--- src/rtl/irqm_pkg.sv ---
package irqm_pkg;
  localparam int NUM_CH = 2;
  localparam int BYTE_W = 8;

  localparam logic [7:0] OFS_LEG0 = 8'h50;
  localparam logic [7:0] OFS_LEG1 = 8'h57;
  localparam logic [7:0] OFS_MODE = 8'h71;

  localparam int MODE_PEND_LSB = 2;
  localparam int MODE_BLK_LSB  = 4;

  function automatic logic [7:0] leg_ofs(input int ch);
    return (ch == 0) ? OFS_LEG0 : OFS_LEG1;
  endfunction

  function automatic int leg_bit(input int ch);
    return (ch == 0) ? 2 : 4;
  endfunction
endpackage

--- src/rtl/irqm_chan.sv ---
module irqm_chan (
  input  logic clk,
  input  logic rst,
  input  logic lvl_i,
  input  logic clr_i,
  output logic pend_o,
  output logic pend_nxt_o
);
  logic lvl_q;
  logic rise;
  logic fall;

  assign rise = lvl_i & ~lvl_q;
  assign fall = ~lvl_i & lvl_q;

  always_comb begin
    if (rise)       pend_nxt_o = 1'b1;
    else if (fall)  pend_nxt_o = 1'b0;
    else if (clr_i) pend_nxt_o = 1'b0;
    else            pend_nxt_o = pend_o;
  end

  always_ff @(posedge clk) begin
    if (rst) begin
      lvl_q  <= 1'b0;
      pend_o <= 1'b0;
    end else begin
      lvl_q  <= lvl_i;
      pend_o <= pend_nxt_o;
    end
  end

  p_rise_sets_r2: assert property (@(posedge clk) disable iff (rst)
    rise |=> pend_o);
  p_fall_clears_r3: assert property (@(posedge clk) disable iff (rst)
    fall |=> !pend_o);
  p_prio_r10: assert property (@(posedge clk) disable iff (rst)
    (rise && clr_i) |=> pend_o);
  p_w1c_r5: assert property (@(posedge clk) disable iff (rst)
    (clr_i && !rise) |=> !pend_o);
endmodule

--- src/rtl/irqm_combine.sv ---
module irqm_combine #(
  parameter int NUM_CH = 2
) (
  input  logic              clk,
  input  logic              rst,
  input  logic              side_wr_i,
  input  logic [NUM_CH-1:0] side_blk_i,
  input  logic [NUM_CH-1:0] pend_i,
  input  logic [NUM_CH-1:0] pend_nxt_i,
  output logic [NUM_CH-1:0] blk_o,
  output logic              irq_o
);
  logic [NUM_CH-1:0] blk_nxt;

  assign blk_nxt = side_wr_i ? side_blk_i : blk_o;

  always_ff @(posedge clk) begin
    if (rst) begin
      blk_o <= '0;
      irq_o <= 1'b0;
    end else begin
      blk_o <= blk_nxt;
      irq_o <= |(pend_nxt_i & ~blk_nxt);
    end
  end

  p_irq_level_r8: assert property (@(posedge clk) disable iff (rst)
    irq_o == |(pend_i & ~blk_o));
  p_side_load_r9: assert property (@(posedge clk) disable iff (rst)
    side_wr_i |=> blk_o == $past(side_blk_i));
  p_blk_hold_r7: assert property (@(posedge clk) disable iff (rst)
    !side_wr_i |=> $stable(blk_o));
endmodule

--- src/rtl/irqm_view.sv ---
module irqm_view
  import irqm_pkg::*;
#(
  parameter int ADDR_W = 8
) (
  input  logic              clk,
  input  logic              rst,
  input  logic [ADDR_W-1:0] addr_i,
  input  logic [NUM_CH-1:0] pend_i,
  input  logic [NUM_CH-1:0] blk_i,
  output logic [BYTE_W-1:0] rdata_o
);
  logic [BYTE_W-1:0] view;

  always_comb begin
    view = '0;
    if (addr_i == ADDR_W'(OFS_MODE)) begin
      for (int c = 0; c < NUM_CH; c++) begin
        view[MODE_PEND_LSB + c] = pend_i[c];
        view[MODE_BLK_LSB + c]  = blk_i[c];
      end
    end else begin
      for (int c = 0; c < NUM_CH; c++) begin
        if (addr_i == ADDR_W'(leg_ofs(c))) view[leg_bit(c)] = pend_i[c];
      end
    end
  end

  always_ff @(posedge clk) begin
    if (rst) rdata_o <= '0;
    else     rdata_o <= view;
  end

  p_reset_read_r1: assert property (@(posedge clk)
    $past(rst) |-> rdata_o == '0);
endmodule

--- src/rtl/irq_mirror_regs.sv ---
module irq_mirror_regs
  import irqm_pkg::*;
#(
  parameter int ADDR_W = 8
) (
  input  logic              clk,
  input  logic              rst,
  input  logic [1:0]        ch_lvl_i,
  input  logic              cfg_wr_i,
  input  logic [ADDR_W-1:0] cfg_addr_i,
  input  logic [7:0]        cfg_wdata_i,
  output logic [7:0]        cfg_rdata_o,
  input  logic              side_wr_i,
  input  logic [7:0]        side_wdata_i,
  output logic              irq_o
);
  logic              wr_mode;
  logic [NUM_CH-1:0] clr;
  logic [NUM_CH-1:0] pend;
  logic [NUM_CH-1:0] pend_nxt;
  logic [NUM_CH-1:0] blk;

  assign wr_mode = cfg_wr_i && (cfg_addr_i == ADDR_W'(OFS_MODE));

  for (genvar c = 0; c < NUM_CH; c++) begin : g_ch
    logic wr_leg;
    assign wr_leg = cfg_wr_i && (cfg_addr_i == ADDR_W'(leg_ofs(c)));
    assign clr[c] = (wr_mode && cfg_wdata_i[MODE_PEND_LSB + c]) ||
                    (wr_leg  && cfg_wdata_i[leg_bit(c)]);

    irqm_chan u_chan (
      .clk        (clk),
      .rst        (rst),
      .lvl_i      (ch_lvl_i[c]),
      .clr_i      (clr[c]),
      .pend_o     (pend[c]),
      .pend_nxt_o (pend_nxt[c])
    );
  end

  irqm_combine #(.NUM_CH(NUM_CH)) u_comb (
    .clk        (clk),
    .rst        (rst),
    .side_wr_i  (side_wr_i),
    .side_blk_i (side_wdata_i[MODE_BLK_LSB +: NUM_CH]),
    .pend_i     (pend),
    .pend_nxt_i (pend_nxt),
    .blk_o      (blk),
    .irq_o      (irq_o)
  );

  irqm_view #(.ADDR_W(ADDR_W)) u_view (
    .clk     (clk),
    .rst     (rst),
    .addr_i  (cfg_addr_i),
    .pend_i  (pend),
    .blk_i   (blk),
    .rdata_o (cfg_rdata_o)
  );

  p_reset_quiet_r1: assert property (@(posedge clk)
    $past(rst) |-> (!irq_o && pend == '0 && blk == '0));
endmodule

--- config.mk ---
export PLATFORM = sky130hd
export DESIGN_NAME = irq_mirror_regs
export DESIGN_NICKNAME = d
export VERILOG_FILES = /design/src/rtl/irqm_pkg.sv /design/src/rtl/irqm_chan.sv /design/src/rtl/irqm_combine.sv /design/src/rtl/irqm_view.sv /design/src/rtl/irq_mirror_regs.sv
export SDC_FILE = /design/constraint.sdc
export NUM_CORES = 1
export LEC_CHECK = 0
export ABC_AREA = 1
export CORE_MARGIN = 4
export CORE_UTILIZATION = 30
export DETAILED_ROUTE_END_ITERATION = 10
export PLACE_DENSITY = 0.74
export SETUP_SLACK_MARGIN = 0.3
export SYNTH_ARGS = -nofsm -noshare
export SYNTH_HDL_FRONTEND = slang
export SYNTH_SLANG_ARGS = --single-unit
--- constraint.sdc ---
create_clock -name clk -period 1.8 [get_ports clk]
set_input_delay 0.54 -clock clk [delete_from_list [all_inputs] [get_ports clk]]
set_output_delay 0.54 -clock clk [all_outputs]
set_load 0.005 [all_outputs]
==> impl_metrics.csv <==
group,metric,value,unit
run_status,status,"complete, no violations",
floorplanning,fp.dieH,49.4,um
global_route,grt.met2_usage,16.5,%
global_route,grt_pass1_wl,1740,um
final_layout,area_growth,60.1,%
floorplanning,rows,14,
worst_hold_path,hold_path_class,"flip-flop to flip-flop",
final_layout,nets,136,
final_layout,seqCellArea,220,um2
synth,netlist_instances,76,
floorplanning,ios,39,
drt,first_pass_iters,4,
timing,post-route-min-period,1.43,ns
floorplanning,die_x,49.4,um
power,p_total,0.518,mW
worst_setup_path,cp_cell_sequence,"clkdlybuf4s50_1, nand2_2, nor2_4, nand2_2, nand2_2, nand2_1, nand2_1, nand2_2, nand2_1, nand2_1",
worst_setup_path,crit_slowest_cell,"clkdlybuf4s50_1",
final_layout,final.fill_count,146,
timing,period_share,79.6,%
synth,avgSynthCellArea,6.77,um2
power,p_per_area,629,nW/um2
floorplanning,core_area,1560,um2
global_route,track_usage,9.21,%
synth,synth-adder-area-share,0,%
power,netSwitchingFraction,24.6,%
timing,rsz0062_at_grt,"no",
worst_setup_path,end_kind,"flip-flop",
global_route,grt_max_degree,8,
power,p_seq_share,50.1,%
power,ir_drop,0.314,mV
drt,wl,1170,um
final_layout,multi_input_area,244,um2
final_layout,drive_gt1_share,19.0,%
cts,clk_latency,0.27,ns
power,power_switching,0.127,mW
flow_run,drv_cap,0,
power,p_int,0.391,mW
synth,synth-seq-cells,11,
worst_setup_path,crit_type,"input pin to flip-flop",
global_route,antenna_found_initial,0,
placement,numPortBuffers,23,
placement,gp_congestion,0.727,
synth,muxShareOfSynthArea,1.95,%
synth,yosysWarnings,0,
drt,drc_errors,0,
power,clock_power_share,32.9,%
timing,max_freq,698,MHz
global_route,grt-ovfl-total,0,
cts,htree_num_levels,1,
final_layout,final_util,52.8,%
cts,clk_path_buf_depth,2,
synth,synth-xor-area-share,0,%
timing,setup_viol,0,
timing,hold_slack,0.442,ns
drt,wl_per_cell,9.70,um
final_layout,diodes,0,
worst_setup_path,worst_ep_arrival_time,1.60,ns
global_route,grtUsageMet3,1.83,%
worst_setup_path,crit_path_max_incr_delay,0.47,ns
timing,finClkSkew,0.00305,ns
synth,syn_area,514,um2
timing,fin_ws,0.367,ns
drt,viasPerCell,4.17,
drt,num_vias,505,
power,cellLeakagePower,0.452,nW
worst_setup_path,cp.required,1.97,ns
synth,synth.distinct_cells,15,
cts,cts_tree,"done",
placement,dp_hpwl,907,um
cts,path_clk_slew,0.07,ns
global_route,grtUsageMet1,9.81,%
timing,drv_slew,0,
synth,synth_top_family_by_area,"simple AND/OR/NAND/NOR gates",
synth,synth_compound_area_share,5.35,%
drt,postRouteAntennaNets,0,
cts,cts_made_buffers,3,
cts,cts-root-buf,"clkbuf_4",
global_route,busiest_layer,"met2",
synth,yosys.area_share.simple,33.1,%
timing,hold_viol_final,0,
worst_setup_path,critPathMaxFanout,3,
synth,yosysSeqAreaShare,42.8,%
drt,drt-initial-drc-count,7,
floorplanning,dieArea,2440,um2
cts,clock_sinks,11,
placement,place_ws,-0.0163,ns
floorplanning,start_util,33.0,%
power,power.share.combinational,17.1,%
worst_setup_path,start_kind,"input pin",
global_route,first_global_vias,446,
[synth_stat cells, drive strengths merged]
| cell type | number | area share (%) |
|---|---|---|
| nand2 | 23 | 18 |
| nor2 | 12 | 9.2 |
| a21oi | 4 | 3.9 |
| buf | 4 | 5.8 |
| mux2i | 1 | 1.9 |
| conb | 1 | 0.73 |
| dfxtp | 11 | 43 |
| nand4 | 2 | 2.4 |
| inv | 14 | 10 |
| a211oi | 1 | 1.5 |
| nand3 | 2 | 1.9 |
| or2 | 1 | 1.2 |
[critical path, delay by kind of cell]
| kind | cells | cell delay (ns) |
|---|---|---|
| and+or+nand+nor | 9 | 0.59 |
| buffers and inverters | 1 | 0.47 |
[layer usage]
metal	wire (um)	up-vias
met4	15	0
met3	49	2
met2	626	16
met1	483	210
met5	0	-
li1	-	277
[registers in the layout, indices dropped and copies added, names as in the netlist]
register and count:
u_view.rdata_o 4, g_ch.u_chan.pend_o 2, u_comb.blk_o 2, u_comb.irq_o 1
g_ch.u_chan.lvl_q 2
[what timing repair did]
action,CTS,global route
setup endpoints to repair,6,4
setup buffers,0,2
hold buffers,0,0
gates resized for setup,6,13
pin swaps,0,5
[through the flow]
step	instances	TNS, ns	area (um2)
floorplan	79	0	526
global placement	115	0	753
detailed placement	115	-0.0163	753
CTS	119	0	772
global route	121	0	823
finish	121	0	823
[placed cells by master, fill, tap and decap left out]
master,netlist,layout
nor2_2,1,2
nand3_1,2,2
dlymetal6s2s_1,0,6
nand2_2,3,6
or2_0,1,1
inv_1,10,10
nand4_1,2,2
buf_4,4,3
inv_2,4,4
conb_1,1,4
a21oi_1,4,3
clkbuf_4,0,3
nor2_1,11,9
nand2_1,20,17
a21oi_2,0,1
nor2_4,0,1
dfxtp_1,11,11
clkdlybuf4s50_1,0,11
dlygate4sd2_1,0,6
clkbuf_1,0,1
mux2i_1,1,1
a211oi_1,1,1
[cells by family (layout without fill, tap and decap cells)]
family	count (synthesis)	after routing
compound gates	5	5
other cells	1	4
flops	11	11
mux	1	1
simple gates	40	40
buf+inv	18	44
[path summary, 6_finish.rpt]
kind                              start                 to  slack [ns]  depth (start not counted)
setup / recovery          cfg_addr_i[6]       u_comb.irq_o        0.37                         10
hold / removal          u_comb.blk_o[1]  u_view.rdata_o[5]        0.44                          2
setup reg to reg  g_ch[1].u_chan.pend_o       u_comb.irq_o        0.91                          6
hold reg to reg         u_comb.blk_o[1]  u_view.rdata_o[5]        0.44                          2
[layout make-up]
cell class	count	area share (%)
clock buffers	4	3.19
repair buffers	26	31.6
multi-input cells	50	29.6
flip-flops and latches	11	26.7
inverters	14	6.38
well taps	16	2.43
[power by group through the flow]
stage	Clock, mW	Combinational [mW]	Sequential (mW)
global route	0.183	0.0992	0.261
finish	0.170	0.0884	0.260
floorplan	0	0.0388	0.265
CTS	0.176	0.0863	0.260
global placement	0	0.0875	0.265
detailed placement	0	0.0891	0.266
(Power assumes the default switching activity.)
